$ cat config.mk
export PLATFORM = sky130hd
export DESIGN_NAME = reset_cause_unit
export DESIGN_NICKNAME = d
export VERILOG_FILES = /design/src/rtl/rcu_pkg.sv /design/src/rtl/rcu_rst_sync.sv /design/src/rtl/rcu_req_gate.sv /design/src/rtl/rcu_stretch.sv /design/src/rtl/rcu_status.sv /design/src/rtl/rcu_cfg_reg.sv /design/src/rtl/reset_cause_unit.sv
export SDC_FILE = /design/constraint.sdc
export NUM_CORES = 1
export LEC_CHECK = 0
export ABC_AREA = 1
export BUFFER_PORTS_ARGS = -buffer_cell sky130_fd_sc_hd__buf_2
export CORE_ASPECT_RATIO = 0.7
export CORE_UTILIZATION = 40
export DETAILED_ROUTE_END_ITERATION = 10
export PLACE_DENSITY = 0.59
export SLEW_MARGIN = 20
export SYNTH_ARGS = -nofsm -noshare
export SYNTH_HDL_FRONTEND = slang
export SYNTH_SLANG_ARGS = --single-unit
$ cat constraint.sdc
create_clock -name clk -period 1.07 [get_ports clk]
set_clock_uncertainty 0.05 [all_clocks]
set_input_delay 0.0535 -clock clk [delete_from_list [all_inputs] [get_ports clk]]
set_output_delay 0.0535 -clock clk [all_outputs]
set_load 0.03 [all_outputs]
$ cat src/rtl/rcu_pkg.sv
package rcu_pkg;
  localparam int FLAG_W  = 7;
  localparam int F_POR   = 0;
  localparam int F_LVR   = 1;
  localparam int F_WDR   = 2;
  localparam int F_HTR   = 3;
  localparam int F_PINR  = 4;
  localparam int F_WBUS  = 5;
  localparam int F_WPIN  = 6;
  localparam int CFG_W   = 1;
  localparam int CFG_OVT_DIS = 0;

  typedef enum logic {
    SEL_STATUS = 1'b0,
    SEL_CFG    = 1'b1
  } reg_sel_e;

  typedef struct packed {
    logic pin;
    logic ovt;
    logic wdog;
    logic lvd;
    logic por;
  } req_t;
endpackage

$ cat src/rtl/rcu_rst_sync.sv
module rcu_rst_sync #(
  parameter int STAGES = 2
) (
  input  logic clk,
  input  logic arst_n,
  output logic rst_sync_n
);
  logic [STAGES-1:0] sync_q;

  always_ff @(posedge clk or negedge arst_n) begin
    if (!arst_n) begin
      sync_q <= '0;
    end else begin
      sync_q <= {sync_q[STAGES-2:0], 1'b1};
    end
  end

  assign rst_sync_n = sync_q[STAGES-1];
endmodule

$ cat src/rtl/rcu_req_gate.sv
module rcu_req_gate
  import rcu_pkg::*;
(
  input  logic supply_ok,
  input  logic lvd_req,
  input  logic wdog_req,
  input  logic ovt_req,
  input  logic ext_rst_n,
  input  logic ovt_dis,
  output req_t req,
  output logic any_req
);
  always_comb begin
    req.por  = !supply_ok;
    req.lvd  = lvd_req;
    req.wdog = wdog_req;
    req.ovt  = ovt_req && !ovt_dis;
    req.pin  = !ext_rst_n;
    any_req  = |req;
  end
endmodule

$ cat src/rtl/rcu_stretch.sv
module rcu_stretch #(
  parameter int PULSE_CYC = 64
) (
  input  logic clk,
  input  logic rst_n,
  input  logic any_req,
  output logic rst_out_n
);
  localparam int CNT_W = $clog2(PULSE_CYC + 1);
  localparam logic [CNT_W-1:0] CNT_LOAD = CNT_W'(PULSE_CYC);

  logic [CNT_W-1:0] cnt_q, cnt_d;
  logic             out_q, out_d;
  logic             cnt_en;

  always_comb begin
    cnt_en = any_req || (cnt_q != '0);
    if (any_req) begin
      cnt_d = CNT_LOAD;
    end else if (cnt_q != '0) begin
      cnt_d = cnt_q - 1'b1;
    end else begin
      cnt_d = cnt_q;
    end
    out_d = !any_req && (cnt_d == '0);
  end

  always_ff @(posedge clk or negedge rst_n) begin
    if (!rst_n) begin
      cnt_q <= CNT_LOAD;
      out_q <= 1'b0;
    end else if (cnt_en) begin
      cnt_q <= cnt_d;
      out_q <= out_d;
    end
  end

  assign rst_out_n = out_q;
endmodule

$ cat src/rtl/rcu_status.sv
module rcu_status
  import rcu_pkg::*;
(
  input  logic              clk,
  input  logic              rst_n,
  input  req_t              req,
  input  logic              wake_bus,
  input  logic              wake_pin,
  input  logic [FLAG_W-1:0] clr_bits,
  output logic [FLAG_W-1:0] status
);
  localparam logic [FLAG_W-1:0] POR_ONLY = FLAG_W'(1) << F_POR;

  logic [FLAG_W-1:0] set_vec;
  logic [FLAG_W-1:0] keep_d;
  logic [FLAG_W-1:0] status_q, status_d;
  logic              status_en;

  always_comb begin
    set_vec         = '0;
    set_vec[F_LVR]  = req.lvd;
    set_vec[F_WDR]  = req.wdog;
    set_vec[F_HTR]  = req.ovt;
    set_vec[F_PINR] = req.pin;
    set_vec[F_WBUS] = wake_bus;
    set_vec[F_WPIN] = wake_pin;
  end

  for (genvar i = 0; i < FLAG_W; i++) begin : g_flag
    assign keep_d[i] = (status_q[i] && !clr_bits[i]) || set_vec[i];
  end

  always_comb begin
    status_en = req.por || (|set_vec) || (|clr_bits);
    status_d  = req.por ? POR_ONLY : keep_d;
  end

  always_ff @(posedge clk or negedge rst_n) begin
    if (!rst_n) begin
      status_q <= POR_ONLY;
    end else if (status_en) begin
      status_q <= status_d;
    end
  end

  assign status = status_q;
endmodule

$ cat src/rtl/rcu_cfg_reg.sv
module rcu_cfg_reg #(
  parameter int CFG_W = 1
) (
  input  logic             clk,
  input  logic             rst_n,
  input  logic             any_req,
  input  logic             wr_en,
  input  logic [CFG_W-1:0] wdata,
  output logic [CFG_W-1:0] cfg
);
  logic [CFG_W-1:0] cfg_q, cfg_d;
  logic             cfg_en;

  always_comb begin
    cfg_en = any_req || wr_en;
    cfg_d  = any_req ? '0 : wdata;
  end

  always_ff @(posedge clk or negedge rst_n) begin
    if (!rst_n) begin
      cfg_q <= '0;
    end else if (cfg_en) begin
      cfg_q <= cfg_d;
    end
  end

  assign cfg = cfg_q;
endmodule

$ cat src/rtl/reset_cause_unit.sv
module reset_cause_unit
  import rcu_pkg::*;
#(
  parameter int PULSE_CYC   = 64,
  parameter int SYNC_STAGES = 2
) (
  input  logic              clk,
  input  logic              rst_n,
  input  logic              supply_ok,
  input  logic              lvd_req,
  input  logic              wdog_req,
  input  logic              ovt_req,
  input  logic              ext_rst_n,
  input  logic              wake_bus_evt,
  input  logic              wake_pin_evt,
  input  logic              reg_sel,
  input  logic              reg_wr,
  input  logic [FLAG_W-1:0] reg_wdata,
  output logic [FLAG_W-1:0] reg_rdata,
  output logic              rst_out_n,
  output logic              ctl_clr
);
  logic              rst_sync_n;
  req_t              req;
  logic              any_req;
  logic [CFG_W-1:0]  cfg_q;
  logic [FLAG_W-1:0] status_q;
  logic [FLAG_W-1:0] clr_bits;
  logic              cfg_wr_en;
  logic              ctl_clr_q;

  rcu_rst_sync #(.STAGES(SYNC_STAGES)) u_sync (
    .clk        (clk),
    .arst_n     (rst_n),
    .rst_sync_n (rst_sync_n)
  );

  rcu_req_gate u_gate (
    .supply_ok (supply_ok),
    .lvd_req   (lvd_req),
    .wdog_req  (wdog_req),
    .ovt_req   (ovt_req),
    .ext_rst_n (ext_rst_n),
    .ovt_dis   (cfg_q[CFG_OVT_DIS]),
    .req       (req),
    .any_req   (any_req)
  );

  rcu_stretch #(.PULSE_CYC(PULSE_CYC)) u_stretch (
    .clk       (clk),
    .rst_n     (rst_sync_n),
    .any_req   (any_req),
    .rst_out_n (rst_out_n)
  );

  always_comb begin
    clr_bits  = (reg_wr && (reg_sel == SEL_STATUS)) ? reg_wdata : '0;
    cfg_wr_en = reg_wr && (reg_sel == SEL_CFG) && !any_req;
  end

  rcu_status u_status (
    .clk      (clk),
    .rst_n    (rst_sync_n),
    .req      (req),
    .wake_bus (wake_bus_evt),
    .wake_pin (wake_pin_evt),
    .clr_bits (clr_bits),
    .status   (status_q)
  );

  rcu_cfg_reg #(.CFG_W(CFG_W)) u_cfg (
    .clk     (clk),
    .rst_n   (rst_sync_n),
    .any_req (any_req),
    .wr_en   (cfg_wr_en),
    .wdata   (reg_wdata[CFG_W-1:0]),
    .cfg     (cfg_q)
  );

  always_ff @(posedge clk or negedge rst_sync_n) begin
    if (!rst_sync_n) begin
      ctl_clr_q <= 1'b1;
    end else begin
      ctl_clr_q <= any_req;
    end
  end

  assign ctl_clr   = ctl_clr_q;
  assign reg_rdata = (reg_sel == SEL_CFG) ? FLAG_W'(cfg_q) : status_q;
endmodule

# Word level (Yosys, flattened, before mapping)
# Index checks and enable logic that the tools add are counted.
# Widths: inputs -> output; s select.
[word_totals]
ff_bits = 19
elab_cells = 52
output_inout_bits = 9
[op_classes]
muxes = 6
n_reduce_logical = 38
addsub = 1
n_bitwise = 1
[ops]
columns = ["operator", "n"]
rows = [
  ["$mux 7", 5],
  ["$logic_and 1x1->1", 12],
  ["$logic_not 1->1", 11],
  ["$logic_or 1x1->1", 10],
  ["$logic_not 7->1", 1],
  ["$reduce_bool 7->1", 1],
  ["$reduce_or 7->1", 1],
  ["$sub 7x1->7 const B", 1],
  ["$reduce_or 6->1", 1],
  ["$reduce_or 5->1", 1],
  ["$mux 1", 1],
  ["$not 1->1", 1],
]

# Depth between registers and ports, before layout
# Gate-level depths: netlist of run 1.
[logic_depth]
ltp_word = 7
depth_mapped = 12
mapped_depth_nobuf = 12

# By module
# A second synthesis of run 1 with hierarchy kept.
[hier_totals]
cells_unflattened = 158
hier_area_um2 = 1193.6
[modules_own_cells]
columns = ["module", "seq_area_each_um2", "cells_each", "instances", "area_each_um2"]
rows = [
  ["rcu_stretch", 201.4, 69, 1, 544.3],
  ["rcu_status", 176.4, 34, 1, 285.3],
  ["reset_cause_unit", 26.3, 35, 1, 207.7],
  ["rcu_req_gate", 0.0, 11, 1, 57.6],
  ["rcu_rst_sync", 50.0, 3, 1, 53.8],
  ["rcu_cfg_reg", 25.0, 6, 1, 45.0],
]

# Least setup slack after synthesis of run 1
# OpenSTA, ideal clock, no wires.
[synth_timing]
path_kind = "reg-to-reg"
start = "reg u_stretch.cnt_q[0]"
end = "reg u_stretch.out_q (netlist: u_stretch.rst_out_n)"
path_slack_ns = -0.379
path_buffers = 0
required_ns = 0.903
t_arrival_ns = 1.282
path_stages_with_launch = 12
synth_period_minus_slack_ns = 1.449
cell_sequence = "dfrtp_1 inv_1 ha_1 inv_1 nor2_1 nand3_1 nand2_1 nand3_2 nand2_1 nor2_1 nand2_1 nand2_1"
[synth_between]
elab_chain_cells = 5
[synth_lines]
columns = ["element", "line", "rtl"]
rows = [
  ["start: declaration", "rcu_stretch.sv:12", "logic [CNT_W-1:0] cnt_q, cnt_d;"],
  ["start signal: assignment", "rcu_stretch.sv:33", "cnt_q <= cnt_d;"],
  ["$sub 7x1->7 or $reduce_bool 7->1 (tied branches)", "rcu_stretch.sv:21, rcu_stretch.sv:17, rcu_stretch.sv:20", ""],
  ["$mux 7", "rcu_stretch.sv:20", "end else if (cnt_q != '0) begin"],
  ["$mux 7", "rcu_stretch.sv:18", "if (any_req) begin"],
  ["$logic_not 7->1", "rcu_stretch.sv:25", "out_d = !any_req && (cnt_d == '0);"],
  ["$logic_and 1x1->1", "rcu_stretch.sv:25", ""],
  ["end signal: assignment", "rcu_stretch.sv:34", "out_q <= out_d;"],
  ["end: declaration", "rcu_stretch.sv:13", "logic out_q, out_d;"],
]
# Several ways; a longest one is shown, not always the timed one.
# A chain may end at the register's enable or synchronous reset.

# Final worst setup path of run 1
# Same ends and word-level chain as after synthesis.

==> results of run 1 <==
[power by group through the flow]
stage               Clock, mW  Combinational, mW  Sequential (mW)
CTS                     0.388              0.301            0.766
global placement            0              0.242            0.779
detailed placement          0              0.249            0.780
finish                  0.370              0.333            0.768
global route            0.406              0.365            0.772
floorplan                   0              0.139            0.785
[flip-flops by register name (all words and copies together), names as in the netlist]
signal and flops:
u_status.status 7, ctl_clr 1, u_sync.sync_q 2, u_stretch.rst_out_n 1, u_stretch.cnt_q 7, u_cfg.cfg 1
[per-stage QoR]
| stage | area, µm² | utilization | TNS (ns) | instances | worst slack [ns] |
|---|---|---|---|---|---|
| finish | 1660 | 0.7348 | -2.274 | 228 | -0.3980 |
| global route | 1660 | 0.7348 | -3.345 | 228 | -0.5377 |
| CTS | 1569 | 0.6944 | -2.362 | 225 | -0.3856 |
| detailed placement | 1356 | 0.6002 | -1.977 | 206 | -0.4093 |
| global placement | 1356 | 0.6002 | -1.708 | 206 | -0.3636 |
| floorplan | 1037 | - | -0.6350 | 129 | -0.2814 |
[cell type report]
cell class	count	area, µm²	share of cell area
Multi-Input combinational cell	88	545.5	0.3286
Timing Repair Buffer	65	493.0	0.2969
Sequential cell	19	480.5	0.2894
Inverter	20	75.07	0.04521
Tap cell	32	40.04	0.02411
Clock buffer	4	26.28	0.01583
[worst max-delay path: cells and delay by family (launching register included)]
| kind | cells | cell delay, ns |
|---|---|---|
| and+or+nand+nor | 9 | 0.66 |
| DFF | 1 | 0.41 |
| buffers and inverters | 2 | 0.16 |
| adders and majority gates | 1 | 0.16 |
[layer usage]
metal | vias to the layer above | share of wire
met4 | 0 | 0.013
met5 | - | 0
met2 | 24 | 0.50
met1 | 519 | 0.45
met3 | 4 | 0.042
li1 | 537 | -
[what timing repair did]
item | CTS | global route
cloned | 0 | 0
hold buffers | 11 | 0
endpoints found under the hold margin | 10 | 0
pin swaps | 8 | 5
buffers inserted | 4 | 3
gates resized for setup | 17 | 20
endpoints found under the setup margin | 16 | 17
[cells in the mapped netlist]
library cell	n
nand2_1	29
inv_1	18
nor2_1	17
dfrtp_1	16
nand3_1	13
a21oi_1	9
dfstp_2	3
nand4_1	3
nor2_2	3
ha_1	2
nor2_4	2
o21ai_0	2
o21bai_1	2
buf_2	1
clkbuf_1	1
clkinv_1	1
conb_1	1
inv_2	1
nand2_2	1
nand3_2	1
nand3b_1	1
nand3b_4	1
xor2_1	1
[worst paths after layout]
path                       slack, ns             endpoint  depth (start not counted)                from
setup / recovery               -0.40  u_stretch.rst_out_n                         12  u_stretch.cnt_q[0]
hold / removal                  0.02   u_status.status[5]                          4        reg_wdata[5]
setup reg to reg               -0.40  u_stretch.rst_out_n                         12  u_stretch.cnt_q[0]
hold reg to reg                 0.05  u_stretch.rst_out_n                          0    u_sync.sync_q[1]
max in group asynchronous       0.32     u_sync.sync_q[1]                          3               rst_n
min in group asynchronous       0.05  u_stretch.rst_out_n                          0    u_sync.sync_q[1]
[cells by family (layout without fill, tap and decap cells)]
family | Yosys count | in the layout | synth area share
AND/OR/NAND/NOR | 71 | 71 | 0.3375
buffers and inverters | 22 | 89 | 0.08280
flip-flops | 19 | 19 | 0.4734
AO/OA/AOI/OAI | 13 | 13 | 0.06921
adder cells (fa/ha/maj) | 2 | 2 | 0.02472
other | 1 | 1 | 0.003705
XOR/XNOR | 1 | 1 | 0.008654
==> impl_metrics.toml, run 1 <==
[critical_path]
critPathRequiredTime_ns = 1.27
worstPathMaxFanout = 4
cp_cell_sequence = "inv_2 -> ha_4 -> inv_2 -> nor2_4 -> nand3_4 -> nand2_1 -> nand2_1 -> nand2_1 -> nand2_1 -> nor2_1 -> nand2_1 -> nand2_1"
cp-start-kind = "flip-flop"
slowest_stage = "dfrtp_1"
slowest_delay_ns = 0.41
crit_path_end_kind = "flip-flop"
crit_top_cell = "nand2_1"
criticalPathCategory = "reg2reg"
worstPathArrival_ns = 1.66

[cells_and_area]
syn_to_final_growth_pct = 64.03
final_cell_mix = "buf_4 (30), nand2_1 (25), buf_2 (18)"
num_antenna_cells = 0
fillerInstances = 166
fin_nets = 217
layout.cells.most_common = "buf_4"
drive_above_1_share = 0.4694

[cts]
cts_tree = "yes"
htree_num_levels = 1
numCtsBuffers = 3
clockBufferDepth = 2
numClockSinks = 19
insertion_delay_ns = 0.30
cts_root_buffer = "clkbuf_4"
clk_pin_slew_ns = 0.11

[synth]
netlist_area_um2 = 1012
synth_cell_types = 23
synth_area_per_cell_um2 = 7.847
ys_ff_latch = 19
synthTopCellsByArea = "dfrtp_1 (40%), nand2_1 (11%), dfstp_2 (7.8%)"
syn_nets = 149
ys_seq_area_frac = 0.4734
synthCells = 129
yosysWarnings = 0
synth_area_leader_cell = "dfrtp_1"
synth_top_area_share = 0.3956

[sta]
final-hold-violation-count = 0
timing.final.crit_share = 1.372
finalSetupViolations = 10
fin_ws_ns = -0.3980
maxSlewViolCount = 0
holdWs_ns = 0.01836
period_needed_ns = 1.468
fmax_mhz = 681.2
rsz0062_at_grt = "yes"

[power_and_ir_drop]
p_comb_frac = 0.226
p_seq_frac = 0.522
finalPower_mw = 1.471
switchingPower_mw = 0.4206
swShare = 0.2860
peakVddDrop_mv = 0.7930
pwr-share-clk = 0.252
internal_power_mw = 1.050
powerDensity_nw_per_um2 = 885.9
p_leak_nw = 0.8778

[die]
ios = 27
die_x_um = 62.13
rows = 14
die_y_um = 44.09
core_region_area_um2 = 2260
floorplan.initialDensity = 0.4480
die_area_um2 = 2739

[grt]
grt_pass1_vias = 1106
grt_use_met3 = 0.05670
grtUsageTotal = 0.2417
antenna_found_initial = 0
grt_util_met2 = 0.4264
grt_pass1_wl_mm = 4.961
gr-max-usage-layer = "met2"
grt_max_degree = 13
overflow = 0
grt_use_met1 = 0.3134

[route]
wl_per_cell_um = 13.27
drtAntennaViolNets = 0
viasPerCell = 4.754
dr_total_vias = 1084
drt_iter0_markers = 34
wirelength_mm = 3.026
firstDrtPassIters = 4
drc_errors = 0

[outcome]
status = "finished with violations"
violations = "setup timing"

[hold_path]
hold_path.class = "in2reg"

[run]
maxCapViolCount = 0

[placed_design]
gp_congestion = 0.8476
portBuffers = 26
hpwlAfterDp_mm = 2.032
(Power assumes the default switching activity.)
==> run 2, diff against run 1 <==
--- a/config.mk
+++ b/config.mk
@@ -8,9 +8,11 @@
 export ABC_AREA = 1
 export BUFFER_PORTS_ARGS = -buffer_cell sky130_fd_sc_hd__buf_2
 export CORE_ASPECT_RATIO = 0.7
+export CORE_MARGIN = 2
 export CORE_UTILIZATION = 40
 export DETAILED_ROUTE_END_ITERATION = 10
 export PLACE_DENSITY = 0.59
+export RECOVER_POWER = 50
 export SLEW_MARGIN = 20
 export SYNTH_ARGS = -nofsm -noshare
 export SYNTH_HDL_FRONTEND = slang
==> impl_metrics.toml, run 2 (synthesized netlist as in run 1, its figures left out) <==
[route]
dr_total_vias = 1039
wl_per_cell_um = 12.01
drc_errors = 0
viasPerCell = 4.557
firstDrtPassIters = 4
drt_iter0_markers = 71
drtAntennaViolNets = 0
wirelength_mm = 2.739

[cells_and_area]
layout.cells.most_common = "buf_4"
fillerInstances = 211
syn_to_final_growth_pct = 61.80
drive_above_1_share = 0.4588
num_antenna_cells = 0
fin_nets = 215
post-route-cell-area_um2 = 1638
final_cell_mix = "buf_4 (29), nand2_1 (23), buf_2 (18)"

[sta]
fin_ws_ns = -0.4147
worst_slew_pin_slew_ns = 0.5296
rsz0062_at_grt = "yes"
finalSetupViolations = 13
fmax_mhz = 673.6
period_needed_ns = 1.485
relSlewSlack = 0.6470
holdWs_ns = -0.008637
final-hold-violation-count = 1
timing.final.crit_share = 1.388
maxSlewViolCount = 0

[critical_path]
crit_top_cell = "nand2_1"
cp_cell_sequence = "nor2_4 -> nand2_2 -> nor2_4 -> nand2_1 -> nand3_2 -> nand2_1 -> nor2_1 -> nand2_1 -> nand2_1"
worstPathMaxFanout = 6
worstPathArrival_ns = 1.69
criticalPathCategory = "reg2reg"
crit_family = "simple AND/OR/NAND/NOR gates"
crit_path_end_kind = "flip-flop"
cp_num_buf_inv = 0
cp-start-kind = "flip-flop"
slowest_stage = "dfrtp_2"
slowest_delay_ns = 0.46
critPathRequiredTime_ns = 1.27

[grt]
antenna_found_initial = 0
grtUsageTotal = 0.2056
grt_pass1_wl_mm = 4.457
overflow = 0
grt_pass1_vias = 988
grt_max_degree = 12

[outcome]
violations = "hold timing, setup timing"
status = "finished with violations"

[cts]
clockBufferDepth = 2
numCtsBuffers = 3
htree_num_levels = 1
cts_root_buffer = "clkbuf_4"
clk_pin_slew_ns = 0.11
ctsHoldBuffers = 9
numClockSinks = 19
insertion_delay_ns = 0.31
cts_tree = "yes"

[placed_design]
portBuffers = 26
gp_congestion = 0.7977
dpl-instance-area_um2 = 1366
hpwlAfterDp_mm = 1.897

[die]
ios = 27
die_x_um = 64.13
core_region_area_um2 = 2440
floorplan.initialDensity = 0.4149
die_area_um2 = 2956
die_y_um = 46.09
rows = 15

[power_and_ir_drop]
p_leak_nw = 0.8697
peakVddDrop_mv = 0.9376
powerDensity_nw_per_um2 = 893.8

[run]
maxCapViolCount = 0

[hold_path]
hold_path.class = "in2reg"
==> run 2: cell count changes in the layout (fill, tap and decap cells not counted), sizes merged <==
cell and delta:
buf -2, clkbuf +1, clkinv +1, dlygate4sd3 -2
==> run 2: worst register-to-register path: stages, from the launching register on <==
cell     delay (ns)
dfrtp_2        0.46
nor2_4         0.22
nand2_2        0.09
nor2_4         0.19
nand2_1        0.09
nand3_2        0.08
nand2_1        0.05
nor2_1         0.08
nand2_1        0.06
nand2_1        0.05
==> run 2: layout make-up <==
| class | instances | area (µm²) | share of cell area |
|---|---|---|---|
| multi-input cells | 88 | 550.5 | 0.3361 |
| clock inverters | 1 | 5.005 | 0.003056 |
| inverters | 20 | 75.07 | 0.04584 |
| clock buffers | 3 | 22.52 | 0.01375 |
| repair buffers | 63 | 461.7 | 0.2819 |
| well taps | 34 | 42.54 | 0.02597 |
| flip-flops and latches | 19 | 480.5 | 0.2934 |
==> run 2: path summary, 6_finish.rpt <==
| path | to | cells past startpoint | slack (ns) | startpoint |
|---|---|---|---|---|
| max | u_stretch.rst_out_n | 9 | -0.41 | u_stretch.cnt_q[2] |
| max in group asynchronous | u_sync.sync_q[1] | 3 | 0.33 | rst_n |
| min reg2reg | u_stretch.cnt_q[0] | 1 | 0.24 | u_sync.sync_q[1] |
| max reg2reg | u_stretch.rst_out_n | 9 | -0.41 | u_stretch.cnt_q[2] |
| min in group asynchronous | u_stretch.cnt_q[0] | 1 | 0.24 | u_sync.sync_q[1] |
| min | ctl_clr | 3 | -0.009 | lvd_req |
==> run 2: stage by stage <==
stage,TNS [ns],setup slack [ns],power (mW),util,cells
after floorplan,-0.6350,-0.2814,0.9232,-,129
after global placement,-1.726,-0.3785,1.030,0.5600,209
after detailed placement,-1.882,-0.4085,1.035,0.5600,209
after CTS,-1.990,-0.3503,1.448,0.6426,226
after global routing,-3.781,-0.5186,1.556,0.6713,228
final,-2.601,-0.4147,1.464,0.6713,228
==> run 2: routing by layer <==
metal | GRT usage | share of wire | vias to the layer above
met1 | 0.2857 | 0.48 | 483
met2 | 0.3313 | 0.47 | 18
met5 | 0 | 0 | -
li1 | - | - | 536
met3 | 0.05868 | 0.048 | 2
met4 | 0.03404 | 0.0040 | 0
==> run 2: timing repair <==
action,CTS,global route
gates resized for setup,19,16
endpoints found under the setup margin,16,16
endpoints found under the hold margin,9,1
pin swaps,12,4
setup buffers,4,2
==> run 2: report_power, final <==
group / internal [mW] / leakage, nW / switching (mW)
logic: 0.154 / 0.612 / 0.172
registers: 0.748 / 0.240 / 0.0173
clock network: 0.140 / 0.0177 / 0.234
total: 1.04 / 0.870 / 0.423
==> run 3, diff against run 2 <==
--- a/config.mk
+++ b/config.mk
@@ -6,12 +6,13 @@
 export NUM_CORES = 1
 export LEC_CHECK = 0
 export ABC_AREA = 1
-export BUFFER_PORTS_ARGS = -buffer_cell sky130_fd_sc_hd__buf_2
+export CAP_MARGIN = 20
 export CORE_ASPECT_RATIO = 0.7
 export CORE_MARGIN = 2
 export CORE_UTILIZATION = 40
 export DETAILED_ROUTE_END_ITERATION = 10
-export PLACE_DENSITY = 0.59
+export DONT_BUFFER_PORTS = 1
+export PLACE_DENSITY = 0.64
 export RECOVER_POWER = 50
 export SLEW_MARGIN = 20
 export SYNTH_ARGS = -nofsm -noshare
==> impl_metrics.toml, run 3 (synthesized netlist as in run 1, its figures left out) <==
[die]
floorplan.initialDensity = 0.4149
ios = 27
die_area_um2 = 2956
die_y_um = 46.09
core_region_area_um2 = 2440
die_x_um = 64.13
rows = 15

[critical_path]
worstPathArrival_ns = 1.59
crit_path_start = "u_stretch.cnt_q[3]"
worstPathMaxFanout = 6
cp_num_buf_inv = 1
slowest_delay_ns = 0.46
crit_path_end_kind = "flip-flop"
slowest_stage = "dfrtp_2"
crit_top_cell = "nand2_1"
cp-start-kind = "flip-flop"
r2r_slack_ns = -0.37
timing.rr.end = "u_stretch.rst_out_n"
rr_startpoint = "u_stretch.cnt_q[3]"
critPathRequiredTime_ns = 1.22
rr_worst_depth = 9
crit_family = "simple AND/OR/NAND/NOR gates"
criticalPathCategory = "reg2reg"
path_depth = 9
cp_cell_sequence = "nor2_4 -> buf_4 -> nand4_1 -> nand2_1 -> nand2_1 -> nand2_1 -> nor2_1 -> nand2_1 -> nand2_1"
endpoint = "u_stretch.rst_out_n"

[sta]
timing.final.crit_share = 1.348
fmax_mhz = 693.2
finalSetupViolations = 13
period_needed_ns = 1.442
maxSlewViolCount = 0
holdWs_ns = -0.1215
final-hold-violation-count = 2
rsz0062_at_grt = "yes"
fin_ws_ns = -0.3725

[route]
wirelength_mm = 3.016
viasPerCell = 4.900
firstDrtPassIters = 4
drt_iter0_markers = 60
dr_total_vias = 1078
wl_per_cell_um = 13.71
drtAntennaViolNets = 0
drc_errors = 0

[cells_and_area]
fillerInstances = 191
layout.cells.most_common = "buf_4"
final_cell_mix = "buf_4 (36), nand2_1 (25), dlygate4sd3_1 (16)"
num_antenna_cells = 0
drive_above_1_share = 0.3871
syn_to_final_growth_pct = 58.10
multi_input_area_um2 = 514.2
utilization = 0.6559
register_area_um2 = 481.7
fin_nets = 207

[power_and_ir_drop]
powerDensity_nw_per_um2 = 904.0
peakVddDrop_mv = 0.8499
p_leak_nw = 0.8495
finalPower_mw = 1.447

[outcome]
status = "finished with violations"
violations = "hold timing, setup timing"

[cts]
insertion_delay_ns = 0.30
cts_root_buffer = "clkbuf_4"
ctsHoldBuffers = 17
cts_tree = "yes"
clockBufferDepth = 2
clk_pin_slew_ns = 0.11
numCtsBuffers = 3
htree_num_levels = 1
numClockSinks = 19

[hold_path]
hold_path.class = "in2reg"

[grt]
grt_max_degree = 12
grt_pass1_vias = 996
grt_pass1_wl_mm = 4.767
overflow = 0
antenna_found_initial = 0
grtUsageTotal = 0.2178

[placed_design]
hpwlAfterDp_mm = 1.790
portBuffers = 0
pre_cts_slack_ns = -0.4078
gp_congestion = 0.8419

[run]
maxCapViolCount = 0
-- run 3: per-stage QoR --
step                hold WS [ns]  instances  cell area (µm²)  setup TNS [ns]
global placement         -0.2920        185             1251          -1.801
CTS                     -0.08867        214             1535          -2.183
finish                   -0.1215        220             1600          -2.499
floorplan                -0.2921        129             1037         -0.6350
detailed placement       -0.2920        185             1251          -2.014
global route             -0.1393        220             1600          -3.460
-- run 3: worst min path at each step --
stage / start / end / slack [ns] / depth (start not counted)
after floorplan: rst_n / u_sync.sync_q[0] / -0.29 / 0
after global placement: rst_n / u_sync.sync_q[0] / -0.29 / 0
after detailed placement: rst_n / u_sync.sync_q[0] / -0.29 / 0
after CTS: ovt_req / u_status.status[3] / -0.09 / 2
after global routing: ovt_req / u_status.status[3] / -0.14 / 2
final: ovt_req / u_status.status[3] / -0.12 / 2
-- run 3: cell type report --
cell class | instances | area share
Multi-Input combinational cell | 88 | 0.3213
Clock buffer | 3 | 0.01407
Timing Repair Buffer | 55 | 0.2869
Inverter | 20 | 0.04691
Tap cell | 34 | 0.02658
Clock inverter | 1 | 0.003127
Sequential cell | 19 | 0.3010
-- run 3: power by group --
| part | internal [mW] | switching, mW |
|---|---|---|
| registers | 0.748 | 0.0228 |
| logic | 0.152 | 0.162 |
| clock network | 0.139 | 0.223 |
| total | 1.04 | 0.408 |
-- run 3: what timing repair did --
| item | 4_1_cts | 5_1_grt |
|---|---|---|
| gates resized for setup | 9 | 8 |
| endpoints found under the setup margin | 12 | 18 |
| pin swaps | 9 | 1 |
| endpoints found under the hold margin | 12 | 2 |
| buffers inserted | 8 | 6 |
-- run 3: metal layers --
layer | GRT usage | routed length (µm)
met5 | 0 | 0
met4 | 0.02553 | 29
met3 | 0.04401 | 205
met2 | 0.4167 | 1483
met1 | 0.2689 | 1298
